$ cat src/rtl/uart_fifo_pkg.sv
package uart_fifo_pkg;
  localparam int FIFO_DEPTH = 32;
  localparam int DATA_W     = 8;
  localparam int CNT_W      = $clog2(FIFO_DEPTH) + 1;

  typedef logic [CNT_W-1:0] cnt_t;

  // bit order is behaviour: bit 0 enable, 1 rx clear, 2 tx clear, 3 dma mode
  typedef struct packed {
    logic [1:0] rx_sel;
    logic [1:0] tx_sel;
    logic       dma_mode;
    logic       tx_clr;
    logic       rx_clr;
    logic       en;
  } fcr_t;

  function automatic cnt_t rx_level(input logic [1:0] sel);
    case (sel)
      2'd0:    rx_level = cnt_t'(8);
      2'd1:    rx_level = cnt_t'(16);
      2'd2:    rx_level = cnt_t'(24);
      default: rx_level = cnt_t'(28);
    endcase
  endfunction

  function automatic cnt_t tx_level(input logic [1:0] sel);
    case (sel)
      2'd0:    tx_level = cnt_t'(16);
      2'd1:    tx_level = cnt_t'(8);
      2'd2:    tx_level = cnt_t'(24);
      default: tx_level = cnt_t'(30);
    endcase
  endfunction
endpackage

$ cat src/rtl/uart_fifo_cfg.sv
module uart_fifo_cfg
  import uart_fifo_pkg::*;
(
  input  logic       clk,
  input  logic       rst_n,
  input  logic       we,
  input  logic [7:0] wdata,
  output fcr_t       cfg,
  output logic       rx_flush,
  output logic       tx_flush
);
  fcr_t cfg_nxt;

  always_comb begin
    cfg_nxt = cfg;
    if (we) begin
      if (wdata[0]) begin
        cfg_nxt          = fcr_t'(wdata);
        cfg_nxt.rx_clr   = 1'b0;
        cfg_nxt.tx_clr   = 1'b0;
      end else begin
        cfg_nxt.en = 1'b0;
      end
    end
  end

  assign rx_flush = we & (~wdata[0] | wdata[1]);
  assign tx_flush = we & (~wdata[0] | wdata[2]);

  always_ff @(posedge clk or negedge rst_n) begin
    if (!rst_n) cfg <= '0;
    else        cfg <= cfg_nxt;
  end
endmodule

$ cat src/rtl/uart_fifo_buf.sv
module uart_fifo_buf #(
  parameter int DEPTH = 32,
  parameter int WIDTH = 8
) (
  input  logic                       clk,
  input  logic                       rst_n,
  input  logic                       flush,
  input  logic                       push,
  input  logic [WIDTH-1:0]           wdata,
  input  logic                       pop,
  output logic [WIDTH-1:0]           rdata,
  output logic [$clog2(DEPTH):0]     count,
  output logic [$clog2(DEPTH):0]     count_nxt
);
  localparam int AW = $clog2(DEPTH);
  localparam int CW = AW + 1;

  logic [WIDTH-1:0] mem [DEPTH];
  logic [AW-1:0]    wptr, rptr, wptr_nxt, rptr_nxt;
  logic             wr_ok, rd_ok;

  assign wr_ok = push & (count != CW'(DEPTH)) & ~flush;
  assign rd_ok = pop  & (count != '0)         & ~flush;

  always_comb begin
    wptr_nxt  = wptr;
    rptr_nxt  = rptr;
    count_nxt = count;
    if (flush) begin
      wptr_nxt  = '0;
      rptr_nxt  = '0;
      count_nxt = '0;
    end else begin
      if (wr_ok) wptr_nxt = (wptr == AW'(DEPTH-1)) ? '0 : wptr + 1'b1;
      if (rd_ok) rptr_nxt = (rptr == AW'(DEPTH-1)) ? '0 : rptr + 1'b1;
      case ({wr_ok, rd_ok})
        2'b10:   count_nxt = count + 1'b1;
        2'b01:   count_nxt = count - 1'b1;
        default: count_nxt = count;
      endcase
    end
  end

  always_ff @(posedge clk or negedge rst_n) begin
    if (!rst_n) begin
      wptr  <= '0;
      rptr  <= '0;
      count <= '0;
    end else begin
      wptr  <= wptr_nxt;
      rptr  <= rptr_nxt;
      count <= count_nxt;
    end
  end

  always_ff @(posedge clk) begin
    if (wr_ok) mem[wptr] <= wdata;
  end

  assign rdata = mem[rptr];
endmodule

$ cat src/rtl/uart_fifo_rdy.sv
module uart_fifo_rdy
  import uart_fifo_pkg::*;
#(
  parameter int DEPTH = FIFO_DEPTH
) (
  input  logic clk,
  input  logic rst_n,
  input  fcr_t cfg,
  input  cnt_t rx_count,
  input  cnt_t rx_count_nxt,
  input  cnt_t tx_count,
  input  logic rx_timeout,
  output logic rx_trig,
  output logic tx_trig,
  output logic rxrdy_n,
  output logic txrdy_n
);
  logic mode1;
  logic hold_q, hold_nxt;
  cnt_t rx_lvl, tx_lvl;

  assign mode1  = cfg.en & cfg.dma_mode;
  assign rx_lvl = rx_level(cfg.rx_sel);
  assign tx_lvl = tx_level(cfg.tx_sel);

  assign rx_trig = (rx_count >= rx_lvl);
  assign tx_trig = (tx_count <= tx_lvl);

  // hold asserts on level or timeout and persists until the queue drains
  always_comb begin
    hold_nxt = (rx_count_nxt != '0) &&
               ((rx_count_nxt >= rx_lvl) || rx_timeout || hold_q);
  end

  always_ff @(posedge clk or negedge rst_n) begin
    if (!rst_n) hold_q <= 1'b0;
    else        hold_q <= hold_nxt;
  end

  assign rxrdy_n = mode1 ? ~hold_q : (rx_count == '0);
  assign txrdy_n = mode1 ? (tx_count == cnt_t'(DEPTH)) : (tx_count != '0);
endmodule

$ cat src/rtl/uart_fifo_ctl.sv
module uart_fifo_ctl
  import uart_fifo_pkg::*;
#(
  parameter int DEPTH = FIFO_DEPTH,
  parameter int WIDTH = DATA_W
) (
  input  logic                   clk,
  input  logic                   rst_n,
  input  logic                   cfg_we,
  input  logic [7:0]             cfg_wdata,
  output logic [7:0]             cfg_q,
  input  logic                   tx_push,
  input  logic [WIDTH-1:0]       tx_wdata,
  input  logic                   tx_pop,
  output logic [WIDTH-1:0]       tx_rdata,
  output logic [$clog2(DEPTH):0] tx_count,
  input  logic                   rx_push,
  input  logic [WIDTH-1:0]       rx_wdata,
  input  logic                   rx_pop,
  output logic [WIDTH-1:0]       rx_rdata,
  output logic [$clog2(DEPTH):0] rx_count,
  input  logic                   rx_timeout,
  output logic                   rx_overrun,
  output logic                   rx_trig,
  output logic                   tx_trig,
  output logic                   rxrdy_n,
  output logic                   txrdy_n
);
  localparam int CW = $clog2(DEPTH) + 1;

  fcr_t          cfg;
  logic          rx_flush, tx_flush;
  logic [CW-1:0] rx_count_nxt, tx_count_nxt;
  logic          ovr_nxt, ovr_q;

  uart_fifo_cfg u_cfg (
    .clk, .rst_n, .we(cfg_we), .wdata(cfg_wdata),
    .cfg, .rx_flush, .tx_flush
  );

  uart_fifo_buf #(.DEPTH(DEPTH), .WIDTH(WIDTH)) u_txq (
    .clk, .rst_n, .flush(tx_flush), .push(tx_push), .wdata(tx_wdata),
    .pop(tx_pop), .rdata(tx_rdata), .count(tx_count), .count_nxt(tx_count_nxt)
  );

  uart_fifo_buf #(.DEPTH(DEPTH), .WIDTH(WIDTH)) u_rxq (
    .clk, .rst_n, .flush(rx_flush), .push(rx_push), .wdata(rx_wdata),
    .pop(rx_pop), .rdata(rx_rdata), .count(rx_count), .count_nxt(rx_count_nxt)
  );

  uart_fifo_rdy #(.DEPTH(DEPTH)) u_rdy (
    .clk, .rst_n, .cfg,
    .rx_count(cnt_t'(rx_count)), .rx_count_nxt(cnt_t'(rx_count_nxt)),
    .tx_count(cnt_t'(tx_count)), .rx_timeout,
    .rx_trig, .tx_trig, .rxrdy_n, .txrdy_n
  );

  assign ovr_nxt = rx_push & (rx_count == CW'(DEPTH)) & ~rx_flush;

  always_ff @(posedge clk or negedge rst_n) begin
    if (!rst_n) ovr_q <= 1'b0;
    else        ovr_q <= ovr_nxt;
  end

  assign rx_overrun = ovr_q;
  assign cfg_q      = cfg;
endmodule

$ cat config.mk
export PLATFORM = sky130hd
export DESIGN_NAME = uart_fifo_ctl
export DESIGN_NICKNAME = d
export VERILOG_FILES = /design/src/rtl/uart_fifo_pkg.sv /design/src/rtl/uart_fifo_cfg.sv /design/src/rtl/uart_fifo_buf.sv /design/src/rtl/uart_fifo_rdy.sv /design/src/rtl/uart_fifo_ctl.sv
export SDC_FILE = /design/constraint.sdc
export NUM_CORES = 1
export LEC_CHECK = 0
export BUFFER_PORTS_ARGS = -buffer_cell sky130_fd_sc_hd__buf_2
export CORE_MARGIN = 2
export CORE_UTILIZATION = 45
export DETAILED_ROUTE_END_ITERATION = 16
export GPL_TIMING_DRIVEN = 0
export SLEW_MARGIN = 20
export SYNTH_ARGS = -nofsm -noshare
export SYNTH_HDL_FRONTEND = slang
export SYNTH_SLANG_ARGS = --single-unit
$ cat constraint.sdc
create_clock -name clk -period 6.15 [get_ports clk]
set_input_delay 0.3075 -clock clk [delete_from_list [all_inputs] [get_ports clk]]
set_output_delay 0.3075 -clock clk [all_outputs]
set_load 0.05 [all_outputs]
==> impl_metrics.ini <==
[clocking]
cts-root-buf = clkbuf_16
cts_inserted_buffers = 55
cts.sinks = 552
cts.clk_slew.worst_paths_ns = 0.07
htree_levels = 2
cts_resized = 0
tritoncts = yes
cts_buffer_depth = 3
clock_latency_ns = 0.61

[power_and_ir_drop]
p_per_area_nw_per_um2 = 407.7
p_leak_nw = 8.327
vdd_ir_drop_max_mv = 0.3038
p_total_w = 0.01049

[placed_design]
io_buffers = 68
gp_congestion = 0.8316
dp_hpwl_um = 31910
place_area_um2 = 23850

[worst_setup_path]
crit_type = flop to flop
start_kind = flop
path_max_fanout = 10
arrival_ns = 5.55
rrSetupSlack_ns = 1.07
worstPathRequired_ns = 6.63
end_kind = flop

[routing]
num_vias = 11328
wl_um = 49590
wl_per_cell_um = 24.84
final_antenna_net_count = 0
vias_per_cell = 5.675
drt-initial-drc-count = 918
remaining_drc_errors = 0
dr.pass1.iters = 8

[yosys]
synth_top_area_share = 0.6783
syn-cell-area_um2 = 22670
synth_warnings = 0
async_flop_share = 0.07246
synth.yosys.seq_area_share = 0.7225
ys_types = 62
synthCells = 1143
ys_seq_elements = 552
synth_edf_count = 512
synth_top_area_cell = edfxtp_1
ys.flop_type = edfxtp_1
synth_area_per_cell_um2 = 19.83
synth.area.top_cells = edfxtp_1, mux4_2, dfrtp_1

[timing]
skew_ns = 0.03027
tightest_slew_ns = 0.9821
setup_violations = 0
rsz0062_at_grt = false
min_period_over_period = 0.8255
finalCriticalPeriod_ns = 5.077
totalNegativeSetupSlack_ns = 0
relSlewSlack = 0.3428
max_freq_ghz = 0.1970
slew_viol_final = 0
final_hold_viol_count = 0

[global_routing]
grt_pass1_wl_um = 74320
grt_max_degree = 41
gr-total-overflow = 0
grt_use_total = 0.1905
grt_pass1_vias = 11665
antenna_found_initial = 0

[floorplanning]
boundaryPins = 73
rows = 82
core_area_um2 = 49970
die_x_um = 228.4
start_util = 0.4536
die_h_um = 228.4
die_area_um2 = 52180

[layout]
antenna_cells = 0
drive_gt1_frac = 0.2749
finalNetCount = 1341
nFillCells = 4021
post-route-util = 0.5151
area_delta_synth_final_pct = 13.56
fin_area_um2 = 25740

[run_status]
status = complete, no violations

[min_path]
hold_class = input port to flop

[flow_run]
cap_viol_max_count = 0
[flip-flops by register name, summed over array words and instances, names as in the netlist]
signal        flops
u_txq.mem       256
rx_overrun        1
u_rxq.mem       256
u_rxq.count       6
u_rxq.rptr        5
u_rdy.hold_q      1
u_cfg.cfg         6
u_txq.wptr        5
u_rxq.wptr        5
u_txq.count       6
u_txq.rptr        5
[cells in the final DEF, fill, tap and decap left out, types with 12 or more instances in the layout]
| cell | count |
|---|---|
| ha_1 | 31 |
| mux4_2 | 160 |
| buf_2 | 75 |
| buf_1 | 13 |
| clkinv_2 | 18 |
| mux2_2 | 23 |
| a21oi_1 | 22 |
| clkbuf_1 | 42 |
| nor2_1 | 103 |
| inv_1 | 12 |
| clkbuf_16 | 56 |
| nand2_1 | 26 |
| edfxtp_1 | 512 |
| dfrtp_1 | 40 |
[stage by stage]
step                      hold WS, ns  cells  worst slack, ns
after floorplan               0.01191   1144            1.547
after global placement         0.5182   1884            1.116
after detailed placement       0.5161   1884            1.102
after CTS                     0.08250   1996            1.064
after global routing           0.1566   1996           0.7180
final                          0.1109   1996            1.073
[power breakdown]
part | leakage [nW] | switching, W | internal, W
combinational | 2.30 | 0.00172 | 0.00115
sequential | 5.13 | 0.0000909 | 0.00420
clock | 0.894 | 0.00143 | 0.00189
total | 8.33 | 0.00325 | 0.00725
[area by class of cell]
class | count | area (um^2) | area share
buffer | 63 | 297.8 | 0.01157
clock buffer | 67 | 1483 | 0.05761
clock inverter | 37 | 325.3 | 0.01264
inverter | 14 | 52.55 | 0.002042
multi-input combinational | 515 | 5943 | 0.2309
sequential | 552 | 16380 | 0.6362
tap | 672 | 840.8 | 0.03267
timing repair buffer | 76 | 420.4 | 0.01633
[cells by family after synthesis]
family,Yosys count,share of synthesized area
adders and majority gates,32,0.01800
DFF,552,0.7225
buffers and inverters,77,0.01546
AOI/OAI and AO/OA,81,0.02374
xor gates and xnor gates,6,0.002319
muxes,191,0.1739
and+or+nand+nor,203,0.04389
other,1,0.0001654
[synthesized netlist by cell type, types with 6 or more instances]
cell type and instances:
nor3b_1 6, buf_2 7, buf_1 13, nand3_1 9
inv_1 12, nand2_1 26, o21ai_0 8, nor2_1 103
a21oi_1 22, or4_1 6, edfxtp_1 512, clkbuf_1 35
nand3b_1 7, dfrtp_1 40, mux2i_1 8, o21a_1 7
and3_1 6, mux4_2 160, buf_6 6, ha_1 31
mux2_2 23, o21ai_1 10
[worst max-delay path, cell delays in order, from the launching register on]
cell and delay, ns:
dfrtp_1 0.40, clkbuf_1 0.22, or4_1 0.52, o31ai_2 0.72, nor2_1 0.14, ha_1 0.28
buf_1 0.25, xor2_1 0.21, ha_1 0.26, nor2b_1 0.15, o32ai_1 0.28, mux2i_1 0.15
o21a_1 0.22, ha_1 0.19, or3_1 0.36, nor3b_1 0.22, a211o_1 0.16, o21bai_1 0.10
o211ai_1 0.10
[routing by layer]
layer  vias to the layer above  GRT usage  routed length, um
met5                         -          0                  0
met4                         0    0.04718                875
met3                        69    0.02769               2331
met2                       314     0.3202              24920
met1                      5988     0.2646              21460
li1                       4957          -                  -
[worst paths after layout]
check | endpoint | from | cells after the start
worst max-delay path | u_rdy.hold_q$_DFF_PN0_ | u_rxq.count[0]$_DFF_PN0_ | 18
worst min-delay path | u_cfg.cfg[0]$_DFFE_PN0P_ | cfg_wdata[0] | 3
worst max register to register | u_rdy.hold_q$_DFF_PN0_ | u_rxq.count[0]$_DFF_PN0_ | 18
worst min register to register | u_rxq.wptr[3]$_DFFE_PN0P_ | u_rxq.wptr[3]$_DFFE_PN0P_ | 2
max in group asynchronous | u_rxq.wptr[0]$_DFFE_PN0P_ | rst_n | 2
min in group asynchronous | u_txq.count[4]$_DFFE_PN0P_ | rst_n | 2
[repair_timing]
action | in CTS | in global routing
hold endpoints to repair | 49 | 0
buffers inserted | 0 | 0
hold buffers | 8 | 0
No activity file was read; power rests on OpenSTA's default activity.
